`src/rtl/disp_cmd_decoder.sv`:
```
module disp_cmd_decoder #(
  parameter int IDX_W = 4
) (
  input  logic        clk,
  input  logic        rst_n,
  input  logic        in_valid,
  input  logic        in_is_cmd,
  input  logic [7:0]  in_byte,
  output logic [1:0]  disp_kind,
  output logic        interlace,
  output logic        dram_refresh,
  output logic        draw_blank_only,
  output logic [7:0]  h_words_m2,
  output logic [4:0]  hsync_m1,
  output logic [4:0]  vsync_w,
  output logic [5:0]  hfp_m1,
  output logic [5:0]  hbp_m1,
  output logic [5:0]  vfp,
  output logic [9:0]  active_lines,
  output logic [5:0]  vbp,
  output logic        master,
  output logic [7:0]  pitch,
  output logic [17:0] part_start,
  output logic [9:0]  part_len,
  output logic        part_graphics,
  output logic        part_wide,
  output logic        cur_en,
  output logic [4:0]  row_lines_m1,
  output logic [4:0]  cur_top,
  output logic        cur_steady,
  output logic [1:0]  blink_lo,
  output logic [7:0]  zoom,
  output logic [7:0]  fig_ctrl,
  output logic [15:0] fig_len,
  output logic        display_en,
  output logic        blank_en
);
  localparam logic [IDX_W-1:0] IDX_MAX = '1;

  typedef enum logic [2:0] {
    K_NONE, K_TIMING, K_PITCH, K_PRAM, K_CURSOR, K_ZOOM, K_FIG
  } kind_t;

  kind_t            cur;
  logic [IDX_W-1:0] idx;
  logic [7:0]       mode;

  assign disp_kind       = {mode[5], mode[1]};
  assign interlace       = mode[3];
  assign dram_refresh    = mode[2];
  assign draw_blank_only = mode[4];

  wire take_cmd = in_valid && in_is_cmd;
  wire take_par = in_valid && !in_is_cmd;

  always_ff @(posedge clk) begin
    if (!rst_n) begin
      cur <= K_NONE;
      idx <= '0;
      mode <= '0;
      h_words_m2 <= '0;
      hsync_m1 <= '0;
      vsync_w <= '0;
      hfp_m1 <= '0;
      hbp_m1 <= '0;
      vfp <= '0;
      active_lines <= '0;
      vbp <= '0;
      master <= 1'b0;
      pitch <= '0;
      part_start <= '0;
      part_len <= '0;
      part_graphics <= 1'b0;
      part_wide <= 1'b0;
      cur_en <= 1'b0;
      row_lines_m1 <= '0;
      cur_top <= '0;
      cur_steady <= 1'b0;
      blink_lo <= '0;
      zoom <= '0;
      fig_ctrl <= '0;
      fig_len <= '0;
      display_en <= 1'b0;
      blank_en <= 1'b1;
    end else if (take_cmd) begin
      idx <= '0;
      cur <= K_NONE;
      case (in_byte)
        8'h00: begin
          cur <= K_TIMING;
          master <= 1'b0;
          display_en <= 1'b0;
          blank_en <= 1'b1;
        end
        8'h6F: master <= 1'b1;
        8'h6B: display_en <= 1'b1;
        8'h0D: blank_en <= 1'b0;
        8'h47: cur <= K_PITCH;
        8'h46: cur <= K_ZOOM;
        8'h70: cur <= K_PRAM;
        8'h4B: cur <= K_CURSOR;
        8'h4C: cur <= K_FIG;
        default: cur <= K_NONE;
      endcase
    end else if (take_par) begin
      if (idx != IDX_MAX) idx <= idx + 1'b1;
      case (cur)
        K_TIMING:
          case (idx)
            0: mode <= in_byte;
            1: h_words_m2 <= in_byte;
            2: begin
              hsync_m1 <= in_byte[4:0];
              vsync_w[2:0] <= in_byte[7:5];
            end
            3: begin
              vsync_w[4:3] <= in_byte[1:0];
              hfp_m1 <= in_byte[7:2];
            end
            4: hbp_m1 <= in_byte[5:0];
            5: vfp <= in_byte[5:0];
            6: active_lines[7:0] <= in_byte;
            7: begin
              active_lines[9:8] <= in_byte[1:0];
              vbp <= in_byte[7:2];
            end
            default: ;
          endcase
        K_PITCH: if (idx == 0) pitch <= in_byte;
        K_ZOOM:  if (idx == 0) zoom <= in_byte;
        K_PRAM:
          case (idx)
            0: part_start[7:0] <= in_byte;
            1: part_start[15:8] <= in_byte;
            2: begin
              part_start[17:16] <= in_byte[1:0];
              part_len[3:0] <= in_byte[7:4];
            end
            3: begin
              part_len[9:4] <= in_byte[5:0];
              part_graphics <= in_byte[6];
              part_wide <= in_byte[7];
            end
            default: ;
          endcase
        K_CURSOR:
          case (idx)
            0: begin
              cur_en <= in_byte[7];
              row_lines_m1 <= in_byte[4:0];
            end
            1: begin
              cur_top <= in_byte[4:0];
              cur_steady <= in_byte[5];
              blink_lo <= in_byte[7:6];
            end
            default: ;
          endcase
        K_FIG:
          case (idx)
            0: fig_ctrl <= in_byte;
            1: fig_len[7:0] <= in_byte;
            2: fig_len[15:8] <= in_byte;
            default: ;
          endcase
        default: ;
      endcase
    end
  end

  wire [159:0] cfg_all = {mode, h_words_m2, hsync_m1, vsync_w, hfp_m1, hbp_m1, vfp,
                          active_lines, vbp, master, pitch, part_start, part_len,
                          part_graphics, part_wide, cur_en, row_lines_m1, cur_top,
                          cur_steady, blink_lo, zoom, fig_ctrl, fig_len, display_en,
                          blank_en, 6'd0};

  a_r12_idle_holds: assert property (@(posedge clk) disable iff (!rst_n)
    !in_valid |=> $stable(cfg_all));

  a_r11_unknown_params_dropped: assert property (@(posedge clk) disable iff (!rst_n)
    (take_par && cur == K_NONE) |=> $stable(cfg_all));

  a_r9_surplus_pitch: assert property (@(posedge clk) disable iff (!rst_n)
    (take_par && cur == K_PITCH && idx != 0) |=> $stable(cfg_all));

  a_r5_pitch_load: assert property (@(posedge clk) disable iff (!rst_n)
    (take_par && cur == K_PITCH && idx == 0) |=> pitch == $past(in_byte));

  a_r4_unblank: assert property (@(posedge clk) disable iff (!rst_n)
    (take_cmd && in_byte == 8'h0D) |=> !blank_en);

  a_r4_display_needs_cmd: assert property (@(posedge clk) disable iff (!rst_n)
    !take_cmd |=> $stable(display_en) && $stable(blank_en) && $stable(master));

  a_r10_cmd_restarts: assert property (@(posedge clk) disable iff (!rst_n)
    take_cmd |=> idx == 0);
endmodule

```
`config.mk`:
```
export PLATFORM = sky130hd
export DESIGN_NAME = disp_cmd_decoder
export DESIGN_NICKNAME = d
export VERILOG_FILES = /design/src/rtl/disp_cmd_decoder.sv
export SDC_FILE = /design/constraint.sdc
export NUM_CORES = 1
export LEC_CHECK = 0
export ABC_AREA = 1
export BUFFER_PORTS_ARGS = -buffer_cell sky130_fd_sc_hd__clkbuf_2
export CAP_MARGIN = 20
export CORE_ASPECT_RATIO = 1.4
export CORE_UTILIZATION = 25
export DETAILED_ROUTE_END_ITERATION = 6
export PLACE_DENSITY_LB_ADDON = 0.05
export SLEW_MARGIN = 20
export SYNTH_ARGS = -nofsm -noshare
export SYNTH_HDL_FRONTEND = slang
export SYNTH_SLANG_ARGS = --single-unit
export TNS_END_PERCENT = 100
```
`constraint.sdc`:
```
create_clock -name clk -period 1.7 [get_ports clk]
set_input_delay 0.17 -clock clk [delete_from_list [all_inputs] [get_ports clk]]
set_output_delay 0.17 -clock clk [all_outputs]
set_load 0.03 [all_outputs]
```
Word-level counts from Yosys, hierarchy flattened
Cells that the tools add are included.
- bits of input ports: 12
- register bits after elaboration: 152
- logic and storage cells: 94
- reductions and logical operators: 32
- muxes and demuxes: 4
- equal/unequal tests: 22
- bitwise operators: 2
- add/subtract/negate cells: 1
- operator list (operator ; number):
    $reduce_and A4 Y1 ; 19
    $eq A8 B7 Y1 const B ; 7
    $pmux W3 S6 ; 1
    $eq A4 B3 Y1 const B ; 4
    $eq A3 B3 Y1 const B ; 3
    $eq A4 B2 Y1 const B ; 2
    $eq A8 B4 Y1 const B ; 1
    $logic_not A8 Y1 ; 1
    $reduce_and A2 Y1 ; 4
    $eq A3 B2 Y1 const B ; 2
    $pmux W1 S2 ; 3
    $reduce_bool A2 Y1 ; 3
    $add A4 B1 Y4 const B ; 1
    $eq A4 B1 Y1 const B ; 1
    $logic_not A4 Y1 ; 1
    $ne A4 B4 Y1 const B ; 1
    $eq A3 B1 Y1 const B ; 1
    $logic_and A1 B1 Y1 ; 2
    $not A1 Y1 ; 2
    $reduce_or A2 Y1 ; 1
    $logic_not A1 Y1 ; 1

Longest topological paths before layout
- word-level depth: 3
- gate-level depth with buffers: 10
- depth with buffers taken out: 9

Least setup slack after synthesis
Ideal clock, no wire load.
- kind: register to register
- start: register idx[0]
- end: register part_start[16]
- stages on the path, launching flop included: 11
- slack: 0.217 ns
- arrival: 1.370 ns
- path buffers: 1
- required time: 1.587 ns
- cell sequence: dfxtp_1 inv_1 ha_1 inv_1 nor2_8 nand2_2 nor2_1 buf_4 nand2_1 nand2_1 nor2_1
- word-level cells in the longest chain between the ends: 2
- RTL lines (what ; RTL line ; text):
    start, declared ; 45 ; logic [IDX_W-1:0] idx;
    start signal, assigned ; 106 ; if (idx != IDX_MAX) idx <= idx + 1'b1;
    $eq A4 B2 Y1 ; 132 ; case (idx)
    $reduce_and A4 Y1 (no line) ; -- ;
    end signal, assigned ; 136 ; part_start[17:16] <= in_byte[1:0];
    end, declared ; 23 ; output logic [17:0] part_start,
No other way between the ends.
A chain may end at the register's enable or synchronous reset.

Worst setup path in the final report
- start: register idx[1]
- end: register fig_ctrl[4]
- word-level cells in the longest chain between the ends: 2
- RTL lines (what ; RTL line ; text):
    $logic_not A4 Y1 ; 160 ; case (idx)
    $reduce_and A4 Y1 (no line) ; -- ;
    end signal, assigned ; 161 ; 0: fig_ctrl <= in_byte;
    end, declared ; 33 ; output logic [7:0] fig_ctrl,
No other way between the ends.

==> impl_metrics.py <==
metrics = {
    "floorplanning": {
        "die_area_um2": 24900,
        "rows": 67,
        "io_pins": 156,
        "initial_core_util_pct": 25.4,
        "core_um2": 23900,
        "die_h_um": 186,
        "fp.dieW_um": 134,
    },
    "route": {
        "via_per_inst": 4.28,
        "final_antenna_net_count": 0,
        "drc": 2,
        "drt_first_pass_iters": 6,
        "vias": 5783,
        "drtIter0Drc": 215,
        "wire_per_inst_um": 15.2,
        "routed_wirelength_um": 20600,
    },
    "run_status": {
        "violations": "DRC",
        "status": "finished with violations",
    },
    "clocking": {
        "clkLatencyLatePin_ns": 0.42,
        "cts_buffers": 17,
        "clk_pin_slew_ns": 0.07,
        "cts_tree": "built",
        "clockBufferDepth": 2,
        "cts-root-buf": "clkbuf_16",
        "clkSinkCount": 151,
        "cts_max_level": 4,
    },
    "placed_design": {
        "pre_cts_slack_ns": -0.00572,
        "io_buffer_count": 155,
        "routabilityCongestion": 0.752,
        "place_area_um2": 7360,
        "hpwlAfterDp_um": 14200,
    },
    "final_layout": {
        "multi_input_area_um2": 2760,
        "area_growth_pct": 32.1,
        "final_nets": 1044,
        "register_area_um2": 3020,
        "stdcell_area_um2": 8030,
        "n_antenna_cell": 0,
        "n_fill_cell": 2633,
        "drive_gt1_share_pct": 25.6,
    },
    "critical_path": {
        "crit_path_start_kind": "register",
        "cp_slowest_stage_delay_ns": 0.34,
        "crit_fanout": 9,
        "crit_type": "reg -> reg",
        "critical_path.cell_chain": "inv_1 -> ha_1 -> nand2_2 -> nor2_4 -> nand2_2 -> o21ai_0 -> nor2_1",
        "path_buf_inv": 1,
        "crit_path_top_delay_cell": "dfxtp_1",
        "critPathTopFamily": "simple AND/OR/NAND/NOR gates",
        "cp.arrival_ns": 1.87,
        "end_kind": "register",
        "path_common_cell": "nand2_2",
        "crit_required_ns": 2.02,
    },
    "timing": {
        "finalCritPeriodShare_pct": 91.3,
        "rsz0062_at_grt": "yes",
        "period_needed_ns": 1.55,
        "hold_viol": 0,
        "clock.fmax_ghz": 0.644,
        "finClkSkew_ns": 0.00732,
        "maxSlewHeadroom_pct": 54.3,
        "setup_viol": 0,
        "layout_setup_ws_ns": 0.147,
        "slew_violations": 0,
        "worst_pin_slew_ns": 0.685,
    },
    "synthesis": {
        "synthesis.area_um2": 6080,
        "synth.avg_cell_area_um2": 7.11,
        "yosysWarningCount": 0,
        "synth_edf_count": 0,
        "synth_cell_types": 25,
        "synth_cells": 854,
        "syn_nets": 870,
        "synth_ff_type": "dfxtp_1",
        "synth_seq_cells": 151,
        "yosysSeqAreaShare_pct": 49.8,
        "synthArstFlopShare_pct": 0,
    },
    "power_and_ir_drop": {
        "p_per_area_nw_per_um2": 960,
        "finalPower_uw": 7710,
        "ir_worst_vdd_mv": 0.670,
        "leakage_uw": 0.00352,
    },
    "grt": {
        "antenna_found_initial": 0,
        "track_usage_pct": 17.0,
        "first_global_vias": 5533,
        "grt_pass1_wl_um": 32100,
        "grt_max_degree": 68,
        "grt.overflow.total": 0,
    },
    "min_path": {
        "hold_class": "in -> reg",
    },
    "run": {
        "maxCapViolations": 0,
    },
}
[report_power, final]
part | leakage [µW] | switching (µW) | internal (µW)
combinational | 0.00205 | 341 | 131
clock | 0.000258 | 1610 | 2060
sequential | 0.00122 | 11.1 | 3550
[stage by stage]
| step | hold slack (ns) | setup TNS, ns | std cells | utilization (%) |
|---|---|---|---|---|
| 5_1_grt | 0.133 | -0.00938 | 1351 | 33.6 |
| 3_5_place_dp | 0.453 | -0.00572 | 1315 | 30.8 |
| 2_1_floorplan | 0.334 | 0 | 854 | - |
| 3_3_place_gp | 0.452 | 0 | 1315 | 30.8 |
| 6_report | 0.115 | 0 | 1351 | 33.6 |
| 4_1_cts | 0.0901 | 0 | 1347 | 33.2 |
[repair_timing]
item / in CTS / in global routing
pin swaps: 0 / 4
buffers inserted: 0 / 4
endpoints found under the setup margin: 6 / 33
hold buffers: 0 / 0
resized for setup: 1 / 7
[state kept, by name, indices dropped and copies added (netlist names), 6 cells and up]
signal        flops
active_lines     10
h_words_m2        8
part_start       18
vfp               6
pitch             8
zoom              8
part_len         10
fig_ctrl          8
vbp               6
fig_len          16
hbp_m1            6
hfp_m1            6
[area by class of cell]
class / count / area share, %
Clock buffer: 19 / 5.52
Clock inverter: 13 / 1.54
Inverter: 37 / 1.79
Multi-Input combinational cell: 628 / 34.3
Sequential cell: 151 / 37.7
Tap cell: 310 / 4.83
Timing Repair Buffer: 193 / 14.3
[cell usage after synthesis (5+ instances only)]
library cell	count	share of area, %
nor2_1	266	16
nand2_1	197	12
dfxtp_1	151	50
nand3_1	59	4.9
o21ai_0	41	3.4
inv_1	25	1.5
a21oi_1	24	2.0
clkbuf_1	21	1.3
nor2_4	12	2.2
inv_2	10	0.62
nor2_2	7	0.72
buf_2	6	0.49
buf_4	6	0.74
buf_1	5	0.31
nand2_2	5	0.51
[worst paths after layout]
| kind | end | slack (ns) | start | cells after the start |
|---|---|---|---|---|
| hold / removal | hbp_m1[5] | 0.11 | in_byte[5] | 3 |
| setup / recovery | fig_ctrl[4] | 0.15 | idx[1] | 7 |
| hold reg to reg | active_lines[3] | 0.46 | active_lines[3] | 2 |
| setup reg to reg | fig_ctrl[4] | 0.15 | idx[1] | 7 |
[layer usage]
layer | share of wire (%) | track usage (%) | routed length [µm]
met1 | 45 | 20.9 | 9280
met4 | 1.0 | 4.59 | 208
met3 | 4.6 | 3.97 | 949
met2 | 49 | 29.2 | 10100
met5 | 0 | 0 | 0
[cells in the final DEF, fill, tap and decap left out]
cell type,n
inv_6,2
buf_4,32
a21oi_1,24
nand2_2,5
dfxtp_1,151
nand3_2,1
bufinv_16,1
clkinv_1,2
inv_2,8
nor3_2,1
clkinv_4,3
buf_12,7
nor2_8,1
clkbuf_2,154
nand2_1,196
o21ai_1,2
nand2_4,3
nor2_2,7
nand3_4,1
clkbuf_16,17
inv_1,25
nor2_4,13
clkinvlp_4,6
nor3_1,3
o21ai_0,39
nor2_1,265
inv_4,2
clkbuf_8,1
nand3_1,59
clkinv_2,1
a211oi_1,2
clkbuf_1,1
ha_1,4
nand4_1,2
[kinds of logic after synthesis]
family          after synthesis  share of synthesized area (%)
simple gates                557                           38.7
compound gates               67                           5.60
flops                       151                           49.8
buf+inv                      75                           5.13
fa+ha+maj                     4                          0.824
[worst min-delay path: stages]
cell and delay (ns):
clkbuf_2 0.15, nand3_1 0.11, a21oi_1 0.06
Power figures use the tool's default switching activity.
